--- src/rtl/barrel_shifter_pkg.sv ---
package barrel_shifter_pkg;
  typedef enum logic [1:0] {
    SH_LSL = 2'b00,
    SH_LSR = 2'b01,
    SH_ASR = 2'b10,
    SH_ROR = 2'b11
  } shift_mode_e;
endpackage

--- src/rtl/bs_mirror.sv ---
module bs_mirror #(
  parameter int WIDTH = 32
) (
  input  logic [WIDTH-1:0] din,
  output logic [WIDTH-1:0] dout
);
  for (genvar i = 0; i < WIDTH; i++) begin : g_bit
    assign dout[i] = din[WIDTH-1-i];
  end
endmodule

--- src/rtl/bs_stage.sv ---
// One level of the cascade: moves the word right by DIST places when en is set.
module bs_stage #(
  parameter int WIDTH = 32,
  parameter int DIST  = 1
) (
  input  logic [WIDTH-1:0] din,
  input  logic             en,
  input  logic             rotate,
  input  logic             fill,
  output logic [WIDTH-1:0] dout
);
  logic [DIST-1:0] top_bits;

  // Bits that enter at the top: wrapped-out bits or the fill value.
  assign top_bits = rotate ? din[DIST-1:0] : {DIST{fill}};
  assign dout     = en ? {top_bits, din[WIDTH-1:DIST]} : din;
endmodule

--- src/rtl/bs_cascade.sv ---
module bs_cascade #(
  parameter int WIDTH = 32,
  localparam int AMT_W = $clog2(WIDTH)
) (
  input  logic [WIDTH-1:0] din,
  input  logic [AMT_W-1:0] amt,
  input  logic             rotate,
  input  logic             fill,
  output logic [WIDTH-1:0] dout
);
  logic [WIDTH-1:0] lvl [0:AMT_W];

  assign lvl[0] = din;

  for (genvar k = 0; k < AMT_W; k++) begin : g_lvl
    bs_stage #(
      .WIDTH(WIDTH),
      .DIST (1 << k)
    ) stage_i (
      .din   (lvl[k]),
      .en    (amt[k]),
      .rotate(rotate),
      .fill  (fill),
      .dout  (lvl[k+1])
    );
  end

  assign dout = lvl[AMT_W];
endmodule

--- src/rtl/barrel_shifter.sv ---
module barrel_shifter
  import barrel_shifter_pkg::*;
#(
  parameter int WIDTH = 32,
  localparam int AMT_W = $clog2(WIDTH)
) (
  input  logic [WIDTH-1:0] data_i,
  input  logic [AMT_W-1:0] amt_i,
  input  logic [1:0]       mode_i,
  output logic [WIDTH-1:0] result_o
);
  shift_mode_e      mode;
  logic             go_left;
  logic             rot_en;
  logic             fill_bit;
  logic [WIDTH-1:0] data_rev;
  logic [WIDTH-1:0] core_in;
  logic [WIDTH-1:0] core_out;
  logic [WIDTH-1:0] core_rev;

  assign mode     = shift_mode_e'(mode_i);
  assign go_left  = (mode == SH_LSL);
  assign rot_en   = (mode == SH_ROR);
  assign fill_bit = (mode == SH_ASR) && data_i[WIDTH-1];

  bs_mirror #(.WIDTH(WIDTH)) pre_i (
    .din (data_i),
    .dout(data_rev)
  );

  assign core_in = go_left ? data_rev : data_i;

  bs_cascade #(.WIDTH(WIDTH)) core_i (
    .din   (core_in),
    .amt   (amt_i),
    .rotate(rot_en),
    .fill  (fill_bit),
    .dout  (core_out)
  );

  bs_mirror #(.WIDTH(WIDTH)) post_i (
    .din (core_out),
    .dout(core_rev)
  );

  assign result_o = go_left ? core_rev : core_out;
endmodule

--- config.mk ---
export PLATFORM = sky130hd
export DESIGN_NAME = barrel_shifter
export DESIGN_NICKNAME = d
export VERILOG_FILES = /design/src/rtl/barrel_shifter_pkg.sv /design/src/rtl/bs_mirror.sv /design/src/rtl/bs_stage.sv /design/src/rtl/bs_cascade.sv /design/src/rtl/barrel_shifter.sv
export SDC_FILE = /design/constraint.sdc
export NUM_CORES = 1
export LEC_CHECK = 0
export BUFFER_PORTS_ARGS = -buffer_cell sky130_fd_sc_hd__clkbuf_2
export CORE_MARGIN = 2
export CORE_UTILIZATION = 45
export DETAILED_ROUTE_END_ITERATION = 10
export GPL_TIMING_DRIVEN = 0
export PLACE_DENSITY = 0.74
export SLEW_MARGIN = 30
export SYNTH_ARGS = -nofsm -noshare
export SYNTH_HDL_FRONTEND = slang
export SYNTH_SLANG_ARGS = --single-unit
--- constraint.sdc ---
create_clock -name vclk -period 3.2
set_input_delay 0.16 -clock vclk [all_inputs]
set_output_delay 0.16 -clock vclk [all_outputs]
set_load 0.05 [all_outputs]
# Word-level counts from Yosys, hierarchy flattened

Cells that the tools add are included.

Equal/unequal tests: 2
Mux-type cells: 12
Reductions and logical operators: 2

Operators by type and width:

| kind                 | count |
|---|---|
| $mux W32             | 7 |
| $mux W16             | 1 |
| $mux W8              | 1 |
| $eq A2 B2 Y1 const B | 2 |
| $mux W4              | 1 |
| $logic_not A2 Y1     | 1 |
| $mux W2              | 1 |
| $logic_and A1 B1 Y1  | 1 |
| $mux W1              | 1 |

Bits in registers: 0
Output and inout bits: 32
Logic and storage cells: 16
Bits of input ports: 39

# Longest topological paths before layout

Depth in word-level cells: 13
Gate-level depth with buffers: 10
Gate-level depth less buffers: 7

# Cells and area by module

A second synthesis with hierarchy kept.

Cells, all modules: 389
Area total of the unflattened synthesis: 4367.9 µm²

By module, submodules not included:

| module                              | cells each | times used | area each (µm²) |
|---|---|---|---|
| barrel_shifter                      | 73         | 1          | 1103.6 |
| bs_stage at core_i.g_lvl[4].stage_i | 74         | 1          | 643.1 |
| bs_stage at core_i.g_lvl[0].stage_i | 38         | 1          | 544.3 |
| bs_stage at core_i.g_lvl[2].stage_i | 45         | 1          | 540.5 |
| bs_stage at core_i.g_lvl[1].stage_i | 40         | 1          | 535.5 |
| bs_stage at core_i.g_lvl[3].stage_i | 55         | 1          | 520.5 |
| bs_mirror                           | 32         | 2          | 240.2 |

# Worst setup path before layout

No wires, ideal clock.

Path type: in2out
Start point: in amt_i[2]
End point: out result_o[20]
Arrival time: 3.111 ns
Path slack: -0.071 ns
Required time: 3.040 ns
Cell stages on the path: 9
Path buffers: 3
Path through: clkbuf_1 > inv_1 > buf_1 > buf_1 > mux2i_1 > a22oi_1 > mux2_2 > o21ai_0 > a211oi_1

Cells in the longest elaborated chain, start to end: 5

Ends and longest elaborated chain:

| what                                        | line                           | RTL |
|---|---|---|
| start: declaration                          | barrel_shifter.sv:8            | `input logic [AMT_W-1:0] amt_i,` |
| $mux W32 * (2 in a row)                     | bs_stage.sv:16                 | `assign dout = en ? {top_bits, din[WIDTH-1:DIST]} : din;` |
| $mux W16 / $mux W32 (equally long branches) | bs_stage.sv:15, bs_stage.sv:16 |  |
| $mux W32 *                                  | bs_stage.sv:16                 |  |
| $mux W32 *                                  | barrel_shifter.sv:46           | `assign result_o = go_left ? core_rev : core_out;` |
| end: declaration                            | barrel_shifter.sv:10           | `output logic [WIDTH-1:0] result_o` |

Every way passes the cells marked *; elsewhere a longest branch is shown, timed or not.

# Worst setup path after layout

Start point: in mode_i[1]
End point: out result_o[0]

Cells in the longest elaborated chain, start to end: 9

Ends and longest elaborated chain:

| what                                                    | line                                       | RTL |
|---|---|---|
| start: declaration                                      | barrel_shifter.sv:9                        | `input logic [1:0] mode_i,` |
| $eq A2 B2 Y1 / $logic_not A2 Y1 (equally long branches) | barrel_shifter.sv:24, barrel_shifter.sv:22 |  |
| $logic_and A1 B1 Y1 / $mux W32 (equally long branches)  | barrel_shifter.sv:24, barrel_shifter.sv:31 |  |
| $mux W1 / $mux W32 (equally long branches)              | bs_stage.sv:15, bs_stage.sv:16             |  |
| $mux W32 / $mux W2 (equally long branches)              | bs_stage.sv:16, bs_stage.sv:15             |  |
| $mux W32 / $mux W4 (equally long branches)              | bs_stage.sv:16, bs_stage.sv:15             |  |
| $mux W32 / $mux W8 (equally long branches)              | bs_stage.sv:16, bs_stage.sv:15             |  |
| $mux W32 / $mux W16 (equally long branches)             | bs_stage.sv:16, bs_stage.sv:15             |  |
| $mux W32                                                | bs_stage.sv:16                             |  |
| $mux W32 *                                              | barrel_shifter.sv:46                       |  |

Marked as above.

==> impl_metrics.ini <==
[cells_and_area]
syn_to_final_growth_pct = 16.8
final_core_util_pct = 54.6
nets = 514
fin_cells = 569
seq_cell_count = 0
clock_buffers = 0
n_fill_cell = 656
regArea_um2 = 0
drive_gt1_share_pct = 29.6
diodes = 0

[drt]
wl_met3_um = 1590
wl_met1_um = 5170
wl_met2_um = 5860
wirelength_um = 13100
drtIter0Drc = 542
drcViolationCount = 0
vias_per_cell = 7.51
vias = 4271
dr.max_layer_used = met4
wl_per_cell_um = 23.0
firstDrtPassIters = 5
antenna_left = 0

[place]
gp_congestion = 1.02
port_buffers = 65
place_inst = 563
dp_hpwl_um = 10200

[hold_path]
hold_path.class = input pin to output port

[logic_synthesis]
synth_top_area_share_pct = 27.0
synth_fa_ha_area_share_pct = 0
synth_top_family_by_area = multiplexers
synthXorXnorAreaFrac_pct = 0
yosysMostFrequentCell = nand2_1
synthMuxAreaShare_pct = 42.6
synth_nets = 441
ys_seq_area_share_pct = 0
synth_cell_types = 57
syn_area_um2 = 3180
avgSynthCellArea_um2 = 7.90
synth_warnings = 0
syn_inst = 402
synth_compound_area_share_pct = 34.1
netlist_top_cells_count = nand2_1 (48), mux2i_1 (38), mux4_2 (38), clkbuf_1 (32), a21oi_1 (24)
synth_area_leaders = mux4_2 (27%), mux2i_1 (12%), nand2_1 (5.7%)
yosysTopAreaCell = mux4_2
yosys.area_share.simple_pct = 16.8

[sta]
hold_violations = 0
rsz0062_at_grt = false
fmax_mhz = 322
fin_crit_sh_pct = 97.2
tightest_slew_ns = 0.696
slew_headroom_pct = 53.4
maxSlewViolCount = 0
finalSetupViolCount = 0
period_minus_slack_ns = 3.11

[power]
p_switching_uw = 672
pwr-share-comb_pct = 100.0
netSwitchingFraction_pct = 67.0
intPower_uw = 332
peakVddDrop_v = 0.0000932
power_density_nw_per_um2 = 271
p_leak_uw = 0.00148
clockPowerShare_pct = 0
seqPwrFrac_pct = 0

[die]
coreArea_um2 = 6790
rows = 30
io_pins = 71
start_util_pct = 46.7
die_w_um = 88.0
die_y_um = 88.0
die-area_um2 = 7740

[global_routing]
grt_overflow = 0
antenna_found_initial = 0
grt_pass1_vias = 3711
grt_usage_pct = 33.6
grt_pass1_wl_um = 20500
grt_max_degree = 11

[worst_setup_path]
critical_path_class = input pin to output port
worstPathRequired_ns = 3.04
worstPathArrival_ns = 2.95
worstPathMaxFanout = 10
cp-end-kind = output port
startpoint_type = input pin

[cts]
holdBufCountCts = 0

[job]
cap_violations = 0

[outcome]
outcome = complete, no violations
metal layers:
layer / vias to the layer above / global-route usage (%)
met3: 61 / 3.02
met1: 1982 / 47.7
met4: 0 / 8.11
met5: - / 0
met2: 425 / 55.2
li1: 1803 / -
placed cells by master (no fill, tap or decap), types with 6 or more instances in the layout:
cell	instances
nand3_1	9
and2_1	7
inv_1	6
a31oi_1	6
a21oi_1	24
clkbuf_2	74
mux4_2	38
o21a_1	6
a221o_1	6
o221ai_1	6
clkbuf_1	26
mux2_2	8
a221oi_1	7
buf_4	7
a22oi_1	11
a211oi_1	6
o22ai_1	18
o21ai_0	18
nand2_1	48
nor2_1	22
a22o_1	6
mux2i_1	38
final cells by class:
class / instances / area [um2] / share of cell area, %
tap: 96 / 120 / 3.24
timing repair buffer: 71 / 370 / 9.98
multi-input combinational: 352 / 3000 / 80.8
inverter: 7 / 26.3 / 0.708
buffer: 43 / 195 / 5.26
critical path, cell delays in order:
cell and delay [ns]:
clkbuf_2 0.13, nor2_4 0.19, buf_4 0.27, mux4_2 0.58
a222oi_1 0.44, nand2_1 0.21, mux4_2 0.52, nor2_1 0.11
nor2_1 0.08, clkbuf_2 0.24
stage by stage:
step	hold WS, ns	setup TNS [ns]	power, uW	instance area (um2)	setup slack [ns]
6_report	1.15	0	1000	3710	0.0906
5_1_grt	1.19	0	1050	3710	0.0140
3_5_place_dp	1.17	-0.896	960	3630	-0.197
3_3_place_gp	1.13	-0.972	954	3630	-0.211
2_1_floorplan	0.982	-0.0713	721	3180	-0.0713
4_1_cts	1.17	0	968	3650	0.0132
worst paths after layout:
check,startpoint,end,slack [ns],depth (start not counted)
setup / recovery,mode_i[1],result_o[0],0.09,10
hold / removal,mode_i[1],result_o[22],1.15,5
what timing repair did:
| item | in CTS | in global routing |
|---|---|---|
| resized for setup | 6 | 13 |
| setup buffers | 0 | 6 |
| pin swaps | 0 | 1 |
| endpoints found under the hold margin | 0 | 0 |
| setup endpoints to repair | 14 | 31 |
power groups by stage:
| stage | Clock [uW] | Sequential, uW | Combinational, uW |
|---|---|---|---|
| 3_5_place_dp | 0 | 0 | 960 |
| 3_3_place_gp | 0 | 0 | 954 |
| 2_1_floorplan | 0 | 0 | 721 |
| 5_1_grt | 0 | 0 | 1050 |
| 4_1_cts | 0 | 0 | 968 |
| 6_report | 0 | 0 | 1000 |
logic make-up after synthesis:
kind of cell | Yosys count
buffers and inverters | 50
AOI/OAI and AO/OA | 153
and+or+nand+nor | 114
muxes | 85
Power figures use the tool's default switching activity.
